File: config.mk
export PLATFORM = sky130hd
export DESIGN_NAME = irq_vec_seq
export DESIGN_NICKNAME = d
export VERILOG_FILES = /design/src/rtl/irq_vec_pkg.sv /design/src/rtl/irq_prio_pick.sv /design/src/rtl/irq_gie_ctrl.sv /design/src/rtl/irq_seq_fsm.sv /design/src/rtl/irq_vec_seq.sv
export SDC_FILE = /design/constraint.sdc
export NUM_CORES = 1
export LEC_CHECK = 0
export BUFFER_PORTS_ARGS = -buffer_cell sky130_fd_sc_hd__clkbuf_2
export CELL_PAD_IN_SITES_DETAIL_PLACEMENT = 1
export CELL_PAD_IN_SITES_GLOBAL_PLACEMENT = 2
export CORE_MARGIN = 4
export CORE_UTILIZATION = 27
export DETAILED_ROUTE_END_ITERATION = 12
export PLACE_DENSITY_LB_ADDON = 0.1
export REMOVE_ABC_BUFFERS = 1
export SYNTH_ARGS = -nofsm -noshare
export SYNTH_HDL_FRONTEND = slang
export SYNTH_HIERARCHICAL = 1
export SYNTH_SLANG_ARGS = --single-unit
File: constraint.sdc
create_clock -name clk_i -period 1.8 [get_ports clk_i]
set_input_delay 0.36 -clock clk_i [delete_from_list [all_inputs] [get_ports clk_i]]
set_output_delay 0.36 -clock clk_i [all_outputs]
set_load 0.01 [all_outputs]
File: src/rtl/irq_vec_pkg.sv
package irq_vec_pkg;
  typedef enum logic [1:0] {
    SEQ_IDLE   = 2'd0,
    SEQ_WAKE   = 2'd1,
    SEQ_ENTER  = 2'd2,
    SEQ_RETURN = 2'd3
  } seq_state_e;
endpackage

File: src/rtl/irq_prio_pick.sv
module irq_prio_pick #(
  parameter int N_SRC = 4,
  localparam int IDX_W = (N_SRC > 1) ? $clog2(N_SRC) : 1
) (
  input  logic [N_SRC-1:0] req_i,
  output logic             any_o,
  output logic [IDX_W-1:0] idx_o
);
  logic [N_SRC:0] seen;
  assign seen[0] = 1'b0;

  for (genvar g = 0; g < N_SRC; g++) begin : g_chain
    assign seen[g+1] = seen[g] | req_i[g];
  end

  assign any_o = seen[N_SRC];

  // lowest index wins: scan downward so the last hit is the smallest
  always_comb begin
    idx_o = '0;
    for (int i = N_SRC - 1; i >= 0; i--) begin
      if (req_i[i]) idx_o = IDX_W'(i);
    end
  end
endmodule

File: src/rtl/irq_gie_ctrl.sv
module irq_gie_ctrl (
  input  logic clk_i,
  input  logic rst_ni,
  input  logic idle_i,
  input  logic accept_i,
  input  logic ret_done_i,
  input  logic sw_set_i,
  input  logic sw_clr_i,
  input  logic insn_done_i,
  output logic gie_o,
  output logic hold_o
);
  always_ff @(posedge clk_i or negedge rst_ni) begin
    if (!rst_ni) begin
      gie_o  <= 1'b0;
      hold_o <= 1'b0;
    end else begin
      if (accept_i)                 gie_o <= 1'b0;
      else if (ret_done_i)          gie_o <= 1'b1;
      else if (idle_i && sw_clr_i)  gie_o <= 1'b0;
      else if (idle_i && sw_set_i)  gie_o <= 1'b1;

      // one main-program instruction must retire after a return
      if (ret_done_i)                  hold_o <= 1'b1;
      else if (idle_i && insn_done_i)  hold_o <= 1'b0;
    end
  end
endmodule

File: src/rtl/irq_seq_fsm.sv
module irq_seq_fsm
  import irq_vec_pkg::*;
#(
  parameter int PC_W      = 10,
  parameter int ENTRY_CYC = 4,
  parameter int WAKE_CYC  = 4,
  parameter int RET_CYC   = 4,
  localparam int MAX_CYC  = (ENTRY_CYC > WAKE_CYC) ?
                            ((ENTRY_CYC > RET_CYC) ? ENTRY_CYC : RET_CYC) :
                            ((WAKE_CYC > RET_CYC) ? WAKE_CYC : RET_CYC),
  localparam int CNT_W    = $clog2(MAX_CYC + 1)
) (
  input  logic            clk_i,
  input  logic            rst_ni,
  input  logic            start_entry_i,
  input  logic            wake_i,
  input  logic            start_ret_i,
  input  logic [PC_W-1:0] pc_i,
  input  logic [PC_W-1:0] stk_rdata_i,
  output logic            idle_o,
  output logic            stk_we_o,
  output logic [PC_W-1:0] stk_wdata_o,
  output logic            stk_re_o,
  output logic            load_vec_o,
  output logic            load_ret_o,
  output logic [PC_W-1:0] pop_pc_o
);
  localparam logic [CNT_W-1:0] ENT_LAST  = CNT_W'(ENTRY_CYC - 1);
  localparam logic [CNT_W-1:0] WAKE_LAST = CNT_W'(WAKE_CYC - 1);
  localparam logic [CNT_W-1:0] RET_LAST  = CNT_W'(RET_CYC - 1);

  seq_state_e       state_q;
  logic [CNT_W-1:0] cnt_q;
  logic [PC_W-1:0]  pc_q;
  logic [PC_W-1:0]  pop_q;

  always_ff @(posedge clk_i or negedge rst_ni) begin
    if (!rst_ni) begin
      state_q <= SEQ_IDLE;
      cnt_q   <= '0;
      pc_q    <= '0;
      pop_q   <= '0;
    end else begin
      case (state_q)
        SEQ_IDLE: begin
          cnt_q <= '0;
          if (start_entry_i) begin
            pc_q    <= pc_i;
            state_q <= wake_i ? SEQ_WAKE : SEQ_ENTER;
          end else if (start_ret_i) begin
            state_q <= SEQ_RETURN;
          end
        end
        SEQ_WAKE: begin
          if (cnt_q == WAKE_LAST) begin
            cnt_q   <= '0;
            state_q <= SEQ_ENTER;
          end else begin
            cnt_q <= cnt_q + 1'b1;
          end
        end
        SEQ_ENTER: begin
          if (cnt_q == ENT_LAST) begin
            cnt_q   <= '0;
            state_q <= SEQ_IDLE;
          end else begin
            cnt_q <= cnt_q + 1'b1;
          end
        end
        SEQ_RETURN: begin
          // stack answers one cycle after the read strobe
          if (cnt_q == CNT_W'(1)) pop_q <= stk_rdata_i;
          if (cnt_q == RET_LAST) begin
            cnt_q   <= '0;
            state_q <= SEQ_IDLE;
          end else begin
            cnt_q <= cnt_q + 1'b1;
          end
        end
        default: state_q <= SEQ_IDLE;
      endcase
    end
  end

  assign idle_o      = (state_q == SEQ_IDLE);
  assign stk_we_o    = (state_q == SEQ_ENTER)  && (cnt_q == '0);
  assign stk_re_o    = (state_q == SEQ_RETURN) && (cnt_q == '0);
  assign load_vec_o  = (state_q == SEQ_ENTER)  && (cnt_q == ENT_LAST);
  assign load_ret_o  = (state_q == SEQ_RETURN) && (cnt_q == RET_LAST);
  assign stk_wdata_o = pc_q;
  assign pop_pc_o    = pop_q;
endmodule

File: src/rtl/irq_vec_seq.sv
module irq_vec_seq #(
  parameter int N_SRC     = 4,
  parameter int PC_W      = 10,
  parameter int VEC_BASE  = 1,
  parameter int ENTRY_CYC = 4,
  parameter int WAKE_CYC  = 4,
  parameter int RET_CYC   = 4
) (
  input  logic             clk_i,
  input  logic             rst_ni,
  input  logic [N_SRC-1:0] irq_i,
  input  logic             insn_done_i,
  input  logic             sleep_i,
  input  logic             ret_i,
  input  logic             gie_set_i,
  input  logic             gie_clr_i,
  input  logic [PC_W-1:0]  pc_i,
  input  logic [PC_W-1:0]  stk_rdata_i,
  output logic             stk_we_o,
  output logic [PC_W-1:0]  stk_wdata_o,
  output logic             stk_re_o,
  output logic             pc_load_o,
  output logic [PC_W-1:0]  pc_load_addr_o,
  output logic [N_SRC-1:0] ack_o,
  output logic             gie_o,
  output logic             busy_o
);
  localparam int IDX_W = (N_SRC > 1) ? $clog2(N_SRC) : 1;

  logic             any_req;
  logic [IDX_W-1:0] win_idx;
  logic [IDX_W-1:0] sel_q;
  logic             idle, hold, accept, start_ret;
  logic             load_vec, load_ret;
  logic [PC_W-1:0]  pop_pc;

  irq_prio_pick #(.N_SRC(N_SRC)) u_pick (
    .req_i (irq_i),
    .any_o (any_req),
    .idx_o (win_idx)
  );

  assign accept    = idle && gie_o && any_req && !hold && !ret_i &&
                     (insn_done_i || sleep_i);
  assign start_ret = idle && ret_i;

  always_ff @(posedge clk_i or negedge rst_ni) begin
    if (!rst_ni)     sel_q <= '0;
    else if (accept) sel_q <= win_idx;
  end

  irq_gie_ctrl u_gie (
    .clk_i       (clk_i),
    .rst_ni      (rst_ni),
    .idle_i      (idle),
    .accept_i    (accept),
    .ret_done_i  (load_ret),
    .sw_set_i    (gie_set_i),
    .sw_clr_i    (gie_clr_i),
    .insn_done_i (insn_done_i),
    .gie_o       (gie_o),
    .hold_o      (hold)
  );

  irq_seq_fsm #(
    .PC_W      (PC_W),
    .ENTRY_CYC (ENTRY_CYC),
    .WAKE_CYC  (WAKE_CYC),
    .RET_CYC   (RET_CYC)
  ) u_fsm (
    .clk_i         (clk_i),
    .rst_ni        (rst_ni),
    .start_entry_i (accept),
    .wake_i        (sleep_i),
    .start_ret_i   (start_ret),
    .pc_i          (pc_i),
    .stk_rdata_i   (stk_rdata_i),
    .idle_o        (idle),
    .stk_we_o      (stk_we_o),
    .stk_wdata_o   (stk_wdata_o),
    .stk_re_o      (stk_re_o),
    .load_vec_o    (load_vec),
    .load_ret_o    (load_ret),
    .pop_pc_o      (pop_pc)
  );

  for (genvar g = 0; g < N_SRC; g++) begin : g_ack
    assign ack_o[g] = load_vec && (sel_q == IDX_W'(g));
  end

  assign pc_load_o      = load_vec || load_ret;
  assign pc_load_addr_o = load_vec ? (PC_W'(VEC_BASE) + PC_W'(sel_q)) : pop_pc;
  assign busy_o         = !idle;
endmodule

==> impl_metrics.ini, run 1 <==
[global_route]
grt_pass1_wl_um = 6330
grt_pass1_vias = 1303
track_usage_pct = 11.3
gr-total-overflow = 0
use_met3_pct = 3.57
use_met2_pct = 18.7
antenna_found_initial = 0
grt_max_degree = 30
grt-busiest-layer = met2
use_met1_pct = 13.7

[worst_setup_path]
crit_fanout = 7
start_kind = register
critPathRequiredTime_ps = 1440
worstSetupEndpointType = output pin
crit_type = register to output pin
critPathArrivalTime_ps = 1600

[place]
placedCellCount = 256
routabilityCongestion = 0.735
hpwl_um = 2780
dpl_cell_area_um2 = 1930
dpl_worst_slack_ps = 25.5
port_buffers = 59

[power_and_ir_drop]
p_clk_share_pct = 15.5
p_leak_nw = 1.10
netSwitchingPower_mw = 1.21
peakVddDrop_uv = 506
power.density_nw_per_um2 = 1580
p_int_mw = 2.25
p_total_mw = 3.46
power_frac_seq_pct = 32.2
pwr-share-comb_pct = 52.3
switching_share_pct = 34.9

[die]
dieArea_um2 = 6880
die_w_um = 83.0
ios = 60
die_h_um = 83.0
initial_utilization_pct = 27.7
core_um2 = 5470
std_cell_rows = 27

[sta]
max_freq_ghz = 0.511
hold_violations = 0
fin_crit_sh_pct = 109
skew_ps = 4.22
finalSetupTns_ps = -1200
slew_headroom_pct = 51.2
min_period_ps = 1960
rsz0062_at_grt = true
holdWs_ps = 137
maxSlewViolCount = 0
worstMarginPinSlew_ps = 732
setup_viol = 15
setup_ws_ps = -156

[run]
cap_violations = 0

[routing]
via_count = 1168
viasPerCell = 4.33
route.detailed.drc = 0
wl_um = 3830
dr.pass1.iters = 4
wl_per_cell_um = 14.2
ant_nets = 0
drt_iter0_drc = 23

[synthesis]
synth_warnings = 6
syn_inst = 121
synth-seq-cells = 29
ys_types = 30
syn_avg_cell_area_um2 = 12.5
synthesis.area_um2 = 1520
yosysSeqAreaShare_pct = 47.8

[min_path]
holdCritPathClass = input pin to asynchronous set/reset pin

[clocking]
ctsRootBufferMaster = clkbuf_8
cts_buffers = 5
cts_tree = built
clk_pin_slew_ps = 60
cts_hold_buffers = 0
htreeDepth = 2
clock_sinks = 29
worst_skew_pair.late_latency_ps = 270
clockBufferDepth = 2

[final_layout]
syn2layout_area_growth_pct = 44.2
drive_above_1_share_pct = 62.6
postLayoutCoreUtil_pct = 40.0
final_area_um2 = 2190
final_cell_mix = clkbuf_2 (52), dfrtp_1 (29), mux2_4 (15), buf_4 (12), mux2_2 (10)
antennaDiodeCount = 0
final_cell_count_no_fill = 270
fin_nets = 236
layout.cells.most_common = clkbuf_2

[status]
violations = setup timing
status = finished with violations
[final cells by class]
type	instances	area, um^2
clock buffers	7	86.3
multi-input cells	81	821
repair buffers	73	433
fillers	626	3280
inverters	8	32.5
flip-flops and latches	29	726
well taps	72	90.1
[registers in the layout (all words and copies together), names as in the netlist]
signal,count
u_fsm/pop_pc_o,10
u_fsm/stk_wdata_o,10
u_fsm/cnt_q,3
sel_q,2
u_fsm/state_q,2
u_gie/gie_o,1
u_gie/hold_o,1
[cell usage after synthesis]
library cell / number / area [um^2]
or2_2: 1 / 6.26
nor2b_1: 8 / 50.1
buf_2: 3 / 15.0
a21o_2: 1 / 8.76
and2_1: 5 / 31.3
nand4b_2: 1 / 15.0
nand2b_1: 3 / 18.8
nor2_4: 1 / 11.3
mux2_4: 12 / 180
or2b_1: 1 / 7.51
mux2_2: 13 / 146
and2_4: 1 / 8.76
dfrtp_1: 29 / 726
a211o_1: 1 / 8.76
nor3b_1: 1 / 7.51
a22o_2: 1 / 10.0
a21oi_1: 2 / 10.0
o31ai_1: 1 / 7.51
a21oi_2: 1 / 8.76
nand2_1: 5 / 18.8
and2b_1: 1 / 7.51
nor3_4: 1 / 16.3
buf_12: 1 / 20.0
a211oi_1: 1 / 7.51
nor3_1: 1 / 5.00
nand4b_1: 1 / 8.76
nor2_1: 8 / 30.0
inv_1: 8 / 30.0
ha_1: 7 / 87.6
a311oi_1: 1 / 8.76
[power groups by stage]
stage	logic (mW)	clock network (mW)	registers [mW]
finish	1.81	0.537	1.11
global route	1.98	0.590	1.16
CTS	1.61	0.551	1.11
detailed placement	1.46	0	1.14
global placement	1.43	0	1.13
floorplan	0.834	0	1.16
[layer usage]
layer	up-vias	routed length, um
met5	-	0
met4	0	39
met3	4	191
met2	34	1900
met1	571	1700
li1	559	-
[logic make-up after synthesis]
kind of cell / synth area share, %
buf+inv: 4.29
compound gates: 4.62
simple gates: 16.0
mux: 21.5
flops: 47.8
fa+ha+maj: 5.77
[worst paths after layout]
kind	from	to	slack, ps	cells past startpoint
worst max-delay path	u_fsm/cnt_q[0]	pc_load_addr_o[0]	-160	5
worst min-delay path	rst_ni	u_fsm/stk_wdata_o[5]	140	1
worst max register to register	u_fsm/state_q[1]	u_fsm/stk_wdata_o[6]	10	6
worst min register to register	u_fsm/pop_pc_o[8]	u_fsm/pop_pc_o[8]	500	1
max in group asynchronous	rst_ni	u_fsm/stk_wdata_o[1]	1200	1
min in group clk_i	gie_clr_i	u_gie/gie_o	260	2
[worst max-delay path, stage by stage, from the launching register on]
cell      delay (ps)
dfrtp_1          360
ha_2             210
nand2b_4          70
nor2_4           230
mux2_4           330
buf_6            120
[repair_timing]
action                     CTS  global route
gates cloned                 0             1
setup buffers                6             2
pin swaps                    2             7
resized for setup            5            30
setup endpoints to repair   15            27
Note: power is estimated with default switching activity, not from simulation.
==> run 2: changes to the inputs <==
--- a/config.mk
+++ b/config.mk
@@ -11,6 +11,8 @@
 export CORE_MARGIN = 4
 export CORE_UTILIZATION = 27
 export DETAILED_ROUTE_END_ITERATION = 12
+export GPL_TIMING_DRIVEN = 0
+export MAX_ROUTING_LAYER = met4
 export PLACE_DENSITY_LB_ADDON = 0.1
 export REMOVE_ABC_BUFFERS = 1
 export SYNTH_ARGS = -nofsm -noshare
==> run 2 against run 1 <==
  * The run still ends with setup timing left
  * Core utilization is 0.27 points lower
  * Cell count shrank 0.37%
  * Via count decreased by 0.94%
  * Clock power increased by 29%
  * First-iteration DRC count is 4.3% higher
==> impl_metrics.ini, run 2 (synthesis gave the netlist of run 1 again) <==
[routing]
dr.pass1.iters = 4
drt_iter0_drc = 24
via_count = 1157
viasPerCell = 4.30
ant_nets = 0
wl_um = 3770
wl_per_cell_um = 14.0
route.detailed.drc = 0

[worst_setup_path]
critPathRequiredTime_ps = 1440
worstSetupEndpointType = output pin
crit_start = u_fsm/state_q[0]
crit_type = register to output pin
r2r_start = u_fsm/state_q[0]
start_kind = register
crit_fanout = 6
critPathArrivalTime_ps = 1640

[sta]
setup_viol = 25
max_freq_ghz = 0.499
fin_crit_sh_pct = 111
slew_headroom_pct = 50.6
holdWs_ps = 129
min_period_ps = 2000
finalSetupTns_ps = -2040
skew_ps = 7.94
hold_violations = 0
setup_ws_ps = -203
worstMarginPinSlew_ps = 742
rsz0062_at_grt = true
maxSlewViolCount = 0

[final_layout]
regArea_um2 = 728
drive_above_1_share_pct = 60.4
multi_input_area_um2 = 787
fin_nets = 234
layout.cells.most_common = clkbuf_2
final_cell_mix = clkbuf_2 (55), dfrtp_1 (27), mux2_4 (15), buf_4 (12), mux2_2 (10)
antennaDiodeCount = 0
syn2layout_area_growth_pct = 43.2
final.fill_count = 634

[die]
core_um2 = 5470
initial_utilization_pct = 27.7
die_h_um = 83.0
ios = 60
dieArea_um2 = 6880
std_cell_rows = 27
die_w_um = 83.0

[power_and_ir_drop]
p_leak_nw = 1.10
netSwitchingPower_mw = 1.17
p_int_mw = 2.35
power_frac_seq_pct = 32.1
peakVddDrop_uv = 421
pwr-share-comb_pct = 48.2
p_clk_share_pct = 19.7
power.density_nw_per_um2 = 1620
switching_share_pct = 33.2

[status]
violations = setup timing
status = finished with violations

[global_route]
antenna_found_initial = 0
grt_pass1_wl_um = 6350
grt_max_degree = 30
track_usage_pct = 12.0
gr-total-overflow = 0
grt_pass1_vias = 1255

[place]
routabilityCongestion = 0.710
dpl_worst_slack_ps = -666
hpwl_um = 2650
port_buffers = 59

[clocking]
clockBufferDepth = 2
worst_skew_pair.late_latency_ps = 280
htreeDepth = 2
cts_buffers = 5
clk_pin_slew_ps = 60
ctsRootBufferMaster = clkbuf_8
clock_sinks = 29
cts_tree = built

[run]
cap_violations = 0

[min_path]
holdCritPathClass = input pin to asynchronous set/reset pin
==> run 2: changes by cell type in the layout (fill, tap and decap cells not counted), moves of 2 or more <==
cell	previous run	this run
buf_2	3	0
clkbuf_2	52	55
dfrtp_1	29	27
dfrtp_2	0	2
nor2b_1	6	8
nor2b_2	2	0
==> run 2: timing repair <==
item | in CTS | in global routing
pin swaps | 4 | 6
gates cloned | 0 | 0
endpoints found under the hold margin | 0 | 0
resized for setup | 11 | 14
setup buffers | 8 | 6
hold buffers | 0 | 0
endpoints found under the setup margin | 26 | 16
==> run 2: path summary, 6_finish.rpt <==
check | end | slack (ps) | depth (start not counted)
worst max-delay path | pc_load_addr_o[1] | -200 | 4
worst min-delay path | u_fsm/stk_wdata_o[5] | 130 | 1
worst max register to register | u_fsm/stk_wdata_o[7] | -20 | 7
worst min register to register | u_fsm/pop_pc_o[8] | 500 | 1
max in group asynchronous | u_fsm/state_q[0] | 1150 | 1
min in group clk_i | u_gie/gie_o | 260 | 2
==> run 2: cell type report <==
cell class	instances	area share, %
tap	72	4.15
clock buffer	7	3.97
inverter	8	1.38
clock inverter	1	1.38
sequential	29	33.5
timing repair buffer	72	19.4
multi-input combinational	80	36.2
==> run 2: power groups by stage <==
stage                     Sequential, mW  Clock [mW]  Combinational (mW)
after floorplan                     1.16           0               0.834
after global placement              1.14           0                1.33
after detailed placement            1.16           0                1.34
after CTS                           1.14       0.724                1.53
after global routing                1.18       0.767                1.87
final                               1.13       0.695                1.70
==> run 2: critical path, cell delays in order (launching register included) <==
cell and delay [ps]:
dfrtp_2 410, or2b_1 270, nor2_4 230, mux2_4 330
clkbuf_2 130
==> run 2: per-layer routing <==
metal / vias to the layer above / wire, um / share of wire, % / track usage [%]
li1: 556 / - / - / -
met1: 558 / 1620 / 43 / 14.1
met2: 37 / 1810 / 48 / 18.6
met3: 6 / 266 / 7.1 / 4.86
met4: 0 / 65 / 1.7 / 4.46
met5: - / 0 / 0 / -
==> run 2: stage by stage <==
stage	std cells	power [mW]	area, um^2	util (%)
6_report	269	3.52	2170	39.7
5_1_grt	269	3.81	2170	39.7
4_1_cts	264	3.39	2080	38.0
3_5_place_dp	248	2.50	1870	34.1
3_3_place_gp	248	2.47	1870	34.1
2_1_floorplan	117	2.00	1480	-
